--- src/rtl/kwd_pkg.sv ---
package kwd_pkg;
    localparam int unsigned ADDR_W  = 6;
    localparam int unsigned DATA_W  = 32;
    localparam int unsigned CNT_W   = 31;
    localparam int unsigned CMP_W   = 16;
    localparam int unsigned SCALE_W = 4;

    localparam logic [ADDR_W-1:0] OFS_CFG  = 6'h00;
    localparam logic [ADDR_W-1:0] OFS_RAW  = 6'h08;
    localparam logic [ADDR_W-1:0] OFS_SCL  = 6'h10;
    localparam logic [ADDR_W-1:0] OFS_FEED = 6'h18;
    localparam logic [ADDR_W-1:0] OFS_KEY  = 6'h1C;
    localparam logic [ADDR_W-1:0] OFS_CMP  = 6'h20;

    localparam logic [DATA_W-1:0] KEY_WORD  = 32'h0051_F15E;
    localparam logic [DATA_W-1:0] FEED_WORD = 32'h0D09_F00D;

    localparam int unsigned BIT_RSTEN  = 8;
    localparam int unsigned BIT_ZERO   = 9;
    localparam int unsigned BIT_ALWAYS = 12;
    localparam int unsigned BIT_AWAKE  = 13;
    localparam int unsigned BIT_PEND   = 28;

    typedef struct packed {
        logic [SCALE_W-1:0] scale;
        logic               rst_en;
        logic               zero_cmp;
        logic               en_always;
        logic               en_awake;
    } cfg_t;

    function automatic cfg_t unpack_cfg(logic [DATA_W-1:0] w);
        cfg_t c;
        c.scale     = w[SCALE_W-1:0];
        c.rst_en    = w[BIT_RSTEN];
        c.zero_cmp  = w[BIT_ZERO];
        c.en_always = w[BIT_ALWAYS];
        c.en_awake  = w[BIT_AWAKE];
        return c;
    endfunction

    function automatic logic [DATA_W-1:0] pack_cfg(cfg_t c, logic pend);
        logic [DATA_W-1:0] w;
        w                 = '0;
        w[SCALE_W-1:0]    = c.scale;
        w[BIT_RSTEN]      = c.rst_en;
        w[BIT_ZERO]       = c.zero_cmp;
        w[BIT_ALWAYS]     = c.en_always;
        w[BIT_AWAKE]      = c.en_awake;
        w[BIT_PEND]       = pend;
        return w;
    endfunction

    function automatic logic [CMP_W-1:0] scale_count(logic [CNT_W-1:0] cnt,
                                                     logic [SCALE_W-1:0] s);
        logic [CNT_W-1:0] shifted;
        shifted = cnt >> s;
        return shifted[CMP_W-1:0];
    endfunction
endpackage

--- src/rtl/kwd_lock.sv ---
module kwd_lock
    import kwd_pkg::*;
#(
    parameter int unsigned AW = ADDR_W,
    parameter int unsigned DW = DATA_W
) (
    input  logic          clk,
    input  logic          rst,
    input  logic          wr,
    input  logic [AW-1:0] addr,
    input  logic [DW-1:0] data,
    output logic          unlocked_o
);
    logic unlocked_q;

    always_ff @(posedge clk) begin
        if (rst)
            unlocked_q <= 1'b0;
        else if (wr)
            unlocked_q <= (addr == AW'(OFS_KEY)) && (data == DW'(KEY_WORD));
    end

    assign unlocked_o = unlocked_q;

    AST_UNLOCK_FROM_KEY: assert property (@(posedge clk) disable iff (rst)
        $rose(unlocked_q) |-> $past(wr && addr == AW'(OFS_KEY)))
        else $error("unlock without key write");

    AST_ONE_SHOT: assert property (@(posedge clk) disable iff (rst)
        (unlocked_q && wr && addr != AW'(OFS_KEY)) |=> !unlocked_q)
        else $error("unlock survived a write");
endmodule

--- src/rtl/kwd_cfgregs.sv ---
module kwd_cfgregs
    import kwd_pkg::*;
#(
    parameter int unsigned AW = ADDR_W,
    parameter int unsigned DW = DATA_W,
    parameter int unsigned CW = CMP_W
) (
    input  logic          clk,
    input  logic          rst,
    input  logic          wr,
    input  logic [AW-1:0] addr,
    input  logic [DW-1:0] data,
    input  logic          unlocked,
    input  logic          match,
    output cfg_t          cfg_o,
    output logic [CW-1:0] cmp_o,
    output logic          pend_o,
    output logic          feed_clr_o
);
    logic          prot_wr;
    cfg_t          cfg_q;
    logic [CW-1:0] cmp_q;
    logic          pend_q;

    assign prot_wr = wr && unlocked;

    always_ff @(posedge clk) begin
        if (rst) begin
            cfg_q  <= '0;
            cmp_q  <= '0;
            pend_q <= 1'b0;
        end else begin
            if (prot_wr && addr == AW'(OFS_CFG))
                cfg_q <= unpack_cfg(data);
            if (prot_wr && addr == AW'(OFS_CMP))
                cmp_q <= data[CW-1:0];
            if (match)
                pend_q <= 1'b1;
            else if (prot_wr && addr == AW'(OFS_CFG))
                pend_q <= data[BIT_PEND];
        end
    end

    assign cfg_o      = cfg_q;
    assign cmp_o      = cmp_q;
    assign pend_o     = pend_q;
    assign feed_clr_o = prot_wr && addr == AW'(OFS_FEED) && data == DW'(FEED_WORD);

    AST_LOCKED_HELD: assert property (@(posedge clk) disable iff (rst)
        (wr && !unlocked) |=> ($stable(cfg_q) && $stable(cmp_q)))
        else $error("locked write changed a register");

    AST_MATCH_PEND: assert property (@(posedge clk) disable iff (rst)
        match |=> pend_q)
        else $error("match did not set pending");

    AST_PEND_STICKY: assert property (@(posedge clk) disable iff (rst)
        (pend_q && !(prot_wr && addr == AW'(OFS_CFG))) |=> pend_q)
        else $error("pending dropped on its own");
endmodule

--- src/rtl/kwd_core.sv ---
module kwd_core
    import kwd_pkg::*;
#(
    parameter int unsigned NW = CNT_W,
    parameter int unsigned CW = CMP_W
) (
    input  logic          clk,
    input  logic          rst,
    input  cfg_t          cfg,
    input  logic [CW-1:0] cmp,
    input  logic          core_awake,
    input  logic          tick,
    input  logic          feed_clr,
    output logic [NW-1:0] count_o,
    output logic [CW-1:0] scaled_o,
    output logic          match_o
);
    logic [NW-1:0] cnt_q;
    logic          run;
    logic          armed;
    logic [CW-1:0] scaled;
    logic          match;

    assign run    = cfg.en_always || (cfg.en_awake && core_awake);
    assign armed  = cfg.en_always || cfg.en_awake;
    assign scaled = CW'(scale_count(CNT_W'(cnt_q), cfg.scale));
    assign match  = armed && (scaled >= cmp);

    always_ff @(posedge clk) begin
        if (rst)
            cnt_q <= '0;
        else if (feed_clr)
            cnt_q <= '0;
        else if (cfg.zero_cmp && match)
            cnt_q <= '0;
        else if (run && tick)
            cnt_q <= cnt_q + NW'(1);
    end

    assign count_o  = cnt_q;
    assign scaled_o = scaled;
    assign match_o  = match;

    AST_FEED_ZERO: assert property (@(posedge clk) disable iff (rst)
        feed_clr |=> (cnt_q == '0))
        else $error("feed did not clear counter");

    AST_HOLD_IDLE: assert property (@(posedge clk) disable iff (rst)
        (!tick && !feed_clr && !match) |=> $stable(cnt_q))
        else $error("counter moved without tick");

    AST_ZERO_AFTER_MATCH: assert property (@(posedge clk) disable iff (rst)
        (cfg.zero_cmp && match) |=> (cnt_q == '0))
        else $error("counter not zeroed after match");
endmodule

--- src/rtl/keylock_wdog.sv ---
module keylock_wdog
    import kwd_pkg::*;
#(
    parameter int unsigned AW = ADDR_W,
    parameter int unsigned DW = DATA_W,
    parameter int unsigned NW = CNT_W,
    parameter int unsigned CW = CMP_W
) (
    input  logic          clk,
    input  logic          rst,
    input  logic          bus_wr,
    input  logic [AW-1:0] bus_addr,
    input  logic [DW-1:0] bus_wdata,
    output logic [DW-1:0] bus_rdata,
    input  logic          tick_i,
    input  logic          core_awake_i,
    output logic          irq_o,
    output logic          rst_req_o
);
    logic          unlocked;
    logic          match;
    logic          pend;
    logic          feed_clr;
    cfg_t          cfg;
    logic [CW-1:0] cmp;
    logic [NW-1:0] count;
    logic [CW-1:0] scaled;

    kwd_lock #(.AW(AW), .DW(DW)) lock_i (
        .clk(clk), .rst(rst), .wr(bus_wr), .addr(bus_addr), .data(bus_wdata),
        .unlocked_o(unlocked)
    );

    kwd_cfgregs #(.AW(AW), .DW(DW), .CW(CW)) regs_i (
        .clk(clk), .rst(rst), .wr(bus_wr), .addr(bus_addr), .data(bus_wdata),
        .unlocked(unlocked), .match(match),
        .cfg_o(cfg), .cmp_o(cmp), .pend_o(pend), .feed_clr_o(feed_clr)
    );

    kwd_core #(.NW(NW), .CW(CW)) core_i (
        .clk(clk), .rst(rst), .cfg(cfg), .cmp(cmp), .core_awake(core_awake_i),
        .tick(tick_i), .feed_clr(feed_clr),
        .count_o(count), .scaled_o(scaled), .match_o(match)
    );

    always_comb begin
        unique case (bus_addr)
            AW'(OFS_CFG): bus_rdata = DW'(pack_cfg(cfg, pend));
            AW'(OFS_RAW): bus_rdata = DW'(count);
            AW'(OFS_SCL): bus_rdata = DW'(scaled);
            AW'(OFS_KEY): bus_rdata = DW'(unlocked);
            AW'(OFS_CMP): bus_rdata = DW'(cmp);
            default:      bus_rdata = '0;
        endcase
    end

    assign irq_o     = pend;
    assign rst_req_o = pend && cfg.rst_en;

    AST_RST_NEEDS_PEND: assert property (@(posedge clk) disable iff (rst)
        rst_req_o |-> irq_o)
        else $error("reset request without pending");
endmodule

--- config.mk ---
export PLATFORM = sky130hd
export DESIGN_NAME = keylock_wdog
export DESIGN_NICKNAME = d
export VERILOG_FILES = /design/src/rtl/kwd_pkg.sv /design/src/rtl/kwd_lock.sv /design/src/rtl/kwd_cfgregs.sv /design/src/rtl/kwd_core.sv /design/src/rtl/keylock_wdog.sv
export SDC_FILE = /design/constraint.sdc
export NUM_CORES = 1
export LEC_CHECK = 0
export ABC_AREA = 1
export BUFFER_PORTS_ARGS = -buffer_cell sky130_fd_sc_hd__buf_4
export CAP_MARGIN = 15
export CORE_MARGIN = 2
export CORE_UTILIZATION = 40
export DETAILED_ROUTE_END_ITERATION = 8
export SLEW_MARGIN = 5
export SYNTH_ARGS = -nofsm -noshare
export SYNTH_HDL_FRONTEND = slang
export SYNTH_HIERARCHICAL = 1
export SYNTH_SLANG_ARGS = --single-unit
--- constraint.sdc ---
create_clock -name clk -period 3.55 [get_ports clk]
set_input_delay 0.1775 -clock clk [delete_from_list [all_inputs] [get_ports clk]]
set_output_delay 0.1775 -clock clk [all_outputs]
set_load 0.03 [all_outputs]
* Word level (Yosys, flattened, before mapping)
Index checks and enable logic that the tools add are counted.
** Cells by class
- Equality and inequality tests :: 7
- Shift-type cells :: 1
- Reduce and logical (&&, ||, !) cells :: 16
- Div/mod/pow operators :: 0
- $add $sub $neg :: 1
- Bitwise operators :: 0
- Multipliers :: 0
- Mux-type cells :: 3
- Order comparisons :: 1
** Operators by type and width (count)
- $pmux W31 S5 :: 1
- $eq A32 B23 Y1 const B :: 1
- $eq A32 B28 Y1 const B :: 1
- $add A31 B1 Y31 const B :: 1
- $shr A31 B4 Y16 :: 1
- $eq A6 B5 Y1 const B :: 3
- $ge A16 B16 Y1 :: 1
- $logic_and A1 B1 Y1 :: 11
- $eq A6 B4 Y1 const B :: 1
- $eq A6 B6 Y1 const B :: 1
- $logic_not A6 Y1 :: 1
- $reduce_or A3 Y1 :: 1
- $logic_or A1 B1 Y1 :: 2
- $mux W1 :: 2
- $reduce_bool A2 Y1 :: 1
** Word-level totals
- RAM bits :: 0
- Word-level logic and storage cells :: 38
- Bits in read-only memories :: 0
- Latch bits :: 0
- Bits of input ports :: 43
- Memories kept :: 0
- Register bits after elaboration :: 57
- Output and inout bits :: 34

* Longest topological paths before layout
- Depth in word-level cells :: 5
- Mapped depth :: 22
- Gate-level depth less buffers :: 21

* By module
Netlist, hierarchy kept.
** Modules (own cells, without submodules)
- kwd_core :: seq. area each 620.6 um2, instances 1, area each 3129.3 um2, cells each 535
- kwd_cfgregs :: seq. area each 500.5 um2, instances 1, area each 1106.1 um2, cells each 156
- keylock_wdog :: seq. area each 0.0 um2, instances 1, area each 688.2 um2, cells each 137
- kwd_lock :: seq. area each 20.0 um2, instances 1, area each 230.2 um2, cells each 54

* Worst setup path before layout
OpenSTA, ideal clock, no wires.
- Path type :: flip-flop to flip-flop
- Start point :: register regs_i.cfg_q, in the netlist regs_i/cfg_o[4]
- End point :: register core_i.cnt_q[0] (netlist: core_i/count_o[0])
- Arrival time :: 2.366 ns
- Library setup time :: 0.116 ns
- Setup slack :: 1.068 ns
- Cell stages (with the launch flop) :: 22
- Required time :: 3.434 ns
- Clock period less this slack :: 2.482 ns
- Buffers on the path :: 3
- Cells stage by stage :: dfxtp_1 buf_2 buf_2 mux2i_1 nand2_1 o21ai_0 nand2_1 nand3_1 o21ai_0 ha_1 nand2_1 nor2_1 nor2_1 nand2_1 nand2_1 nand2_1 nand2_1 nand2_1 nand3_1 nand2_1 buf_2 nor2_1
** Between the ends
- Longest elaborated chain between the ends :: 5
** RTL lines
- start, declared :: line kwd_cfgregs.sv:21 : cfg_t cfg_q;
- start signal, assigned :: line kwd_cfgregs.sv:34 : cfg_q <= unpack_cfg(data);
- $shr A31 B4 Y16 :: line kwd_pkg.sv:57 : shifted = cnt >> s;
- named net scaled[1] :: line keylock_wdog.sv:27 : logic [CW-1:0] scaled;
- $ge A16 B16 Y1 :: line kwd_core.sv:27 : assign match = armed && (scaled >= cmp);
- $logic_and A1 B1 Y1 :: line kwd_core.sv:27
- $logic_and A1 B1 Y1 :: line kwd_core.sv:34 : else if (cfg.zero_cmp && match)
- $reduce_or A3 Y1 (no line)
- end signal, assigned :: line kwd_core.sv:37 : cnt_q <= cnt_q + NW'(1);
- end, declared :: line kwd_core.sv:18 : logic [NW-1:0] cnt_q;
The timed path passes the listed nets, and every way through them passes these cells.
A chain may end at the register's enable or synchronous reset.

* Worst setup path in the final report
- Start point :: register regs_i.cfg_q, in the netlist regs_i/cfg_o[4]
- End point :: register core_i.cnt_q[14] (netlist: core_i/count_o[14])
Same word-level chain as after synthesis.

==> impl_metrics.tcl <==
set metrics [dict create \
    io_buffer_count 75 \
    coreArea_um2 12600 \
    htree_levels 3 \
    first_pass_iters 5 \
    grt_util_all_layers 0.243 \
    synth-edff-count 0 \
    power.leakage_nw 2.57 \
    grt_pass1_vias 4971 \
    path_buf_inv 2 \
    rsz0062_at_grt "false" \
    start_kind "flip-flop" \
    cp_data_required_time_ns 3.77 \
    diodes 0 \
    tightest_slew_ns 0.631 \
    worst-setup-path-type "flip-flop to flip-flop" \
    cpPeakStageDelay_ns 0.50 \
    post-route-util 0.493 \
    fin_skew_ns 0.00771 \
    path_clk_slew_ns 0.05 \
    synth_ff_type "dfxtp_1" \
    syn-cell-area_um2 5150 \
    final_max_slew_viol_count 0 \
    fmax_mhz 334 \
    drt-total-wl_um 16500 \
    ioPinCount 77 \
    clk_latency_ns 0.33 \
    synth_area_leaders "dfxtp_1 22%, nand2_1 17%, nor2_1 13%" \
    cp_top_family "simple AND/OR/NAND/NOR gates" \
    die_h_um 118 \
    slew_headroom 0.579 \
    setup_violations 0 \
    die_w_um 118 \
    cts-resized-gates 0 \
    cp-end-kind "flip-flop" \
    synth-async-reset-ratio 0 \
    dpl.hpwl_um 13000 \
    grt_max_degree 41 \
    vias 5640 \
    hp-class "input port to flip-flop" \
    cts_made_buffers 9 \
    seqCellArea_um2 1140 \
    syn_area_per_cell_um2 5.84 \
    post_cts_buffers 0 \
    ys_seq_area_frac 0.221 \
    multi_input_area_um2 3420 \
    slowest_stage "dfxtp_1" \
    synth.most_common_cell "nand2_1" \
    setup_tns_ns 0 \
    cp_common_cell "nand2_1" \
    yosys_register_bits 57 \
    ys_types 43 \
    synthTopCellsByCount "228 x nand2_1, 172 x nor2_1, 102 x inv_1" \
    fin_crit_sh 0.843 \
    fp-row-count 41 \
    overflow 0 \
    syn_to_final_growth_pct 20.6 \
    finalHoldViolCount 0 \
    synth.net_count 942 \
    clockBufferDepth 2 \
    layout-drive-gt1-share 0.156 \
    viasPerCell 5.01 \
    ant_nets 0 \
    drc 0 \
    antenna_found_initial 0 \
    status "finished, final reports clean" \
    postCtsHoldBufs 0 \
    cts_root_buf "clkbuf_16" \
    synth_top_area_cell "dfxtp_1" \
    nFillCells 1392 \
    crit_fanout 40 \
    clock_sinks 57 \
    cts_tree "yes" \
    wl_per_cell_um 14.7 \
    crit_arrival_ns 3.21 \
    p_per_area_nw_per_um2 285 \
    initial_core_util 0.408 \
    drtIter0Drc 422 \
    synth_top_area_share 0.221 \
    post-route-min-period_ns 2.99 \
    gp_congestion 0.940 \
    grt_pass1_wl_um 26700 \
    die-area_um2 13800 \
    ir_worst_vdd_mv 0.165 \
    nNetsFinal 1009 \
    cp_cell_sequence "buf_12 -> nand2_1 -> o21ai_0 -> nand2_1 -> a31oi_1 -> o21ai_0 -> ha_1 -> nand2_1 -> nor2_1 -> nor2_1 -> nand2_1 -> nand2_1 -> nand2_1 -> nand2_1 -> nand2_1 -> nand3_1 -> nand2_1 -> buf_12 -> nor2_1" \
    yosys_warnings 6 \
    maxCapViolations 0 \
    syn_inst 882 \
]
[flip-flops by register name (all words and copies together) (netlist names)]
register	count
core_i/count_o	31
lock_i/unlocked_o	1
regs_i/cfg_o	8
regs_i/cmp_o	16
regs_i/pend_o	1
[path summary, 6_finish.rpt]
path | start | end | depth (start not counted) | slack [ns]
setup / recovery | regs_i/cfg_o[4] | core_i/count_o[14] | 19 | 0.56
hold / removal | rst | lock_i/unlocked_o | 2 | 0.04
setup reg to reg | regs_i/cfg_o[4] | core_i/count_o[14] | 19 | 0.56
hold reg to reg | regs_i/cmp_o[13] | regs_i/cmp_o[13] | 2 | 0.51
[area by class of cell]
cell class,instances,share of cell area
clock buffer,11,0.0390
clock inverter,5,0.0165
inverter,113,0.0690
multi-input combinational,683,0.551
sequential,57,0.184
tap,172,0.0346
timing repair buffer,85,0.107
[per-layer routing]
layer  GRT usage  part of all wire  vias to the layer above
li1            -                 -                     2935
met1       0.380              0.51                     2501
met2       0.342              0.41                      184
met3      0.0359             0.062                       20
met4      0.0685             0.016                        0
met5           0                 0                        -
[where the power goes]
group	internal, W	switching (W)	leakage [nW]
registers	0.000640	0.0000000000000000892	0.459
clock network	0.000703	0.000318	0.166
logic	0.0000473	0.0000655	1.94
total	0.00139	0.000384	2.57
[metrics by stage]
step | total power, W | hold slack, ns | area (µm²) | std cells | setup WS (ns)
3_5_place_dp | 0.000767 | 0.378 | 5870 | 1110 | 0.641
6_report | 0.00177 | 0.0395 | 6220 | 1126 | 0.559
5_1_grt | 0.00183 | 0.0338 | 6220 | 1126 | 0.164
2_1_floorplan | 0.000702 | 0.240 | 5150 | 882 | 1.07
4_1_cts | 0.00178 | 0.0296 | 6220 | 1126 | 0.617
3_3_place_gp | 0.000767 | 0.376 | 5870 | 1110 | 0.601
[kinds of logic (layout without fill, tap and decap cells)]
logic type,after synthesis,in the layout,synth area share
mux,4,4,0.00777
fa+ha+maj,17,17,0.0413
flops,57,57,0.221
other cells,1,1,0.000728
simple gates,523,523,0.457
compound gates,116,116,0.119
xor+xnor,22,22,0.0374
buf+inv,142,214,0.115
[placed cells by master, fill, tap and decap left out, drive strengths merged, types with 25 or more instances in the layout]
| cell type | count |
|---|---|
| nand2 | 238 |
| dfxtp | 57 |
| nor2 | 192 |
| nand3 | 56 |
| buf | 85 |
| inv | 110 |
| o21ai | 83 |
| nand4 | 25 |
No activity file was read; power rests on OpenSTA's default activity.
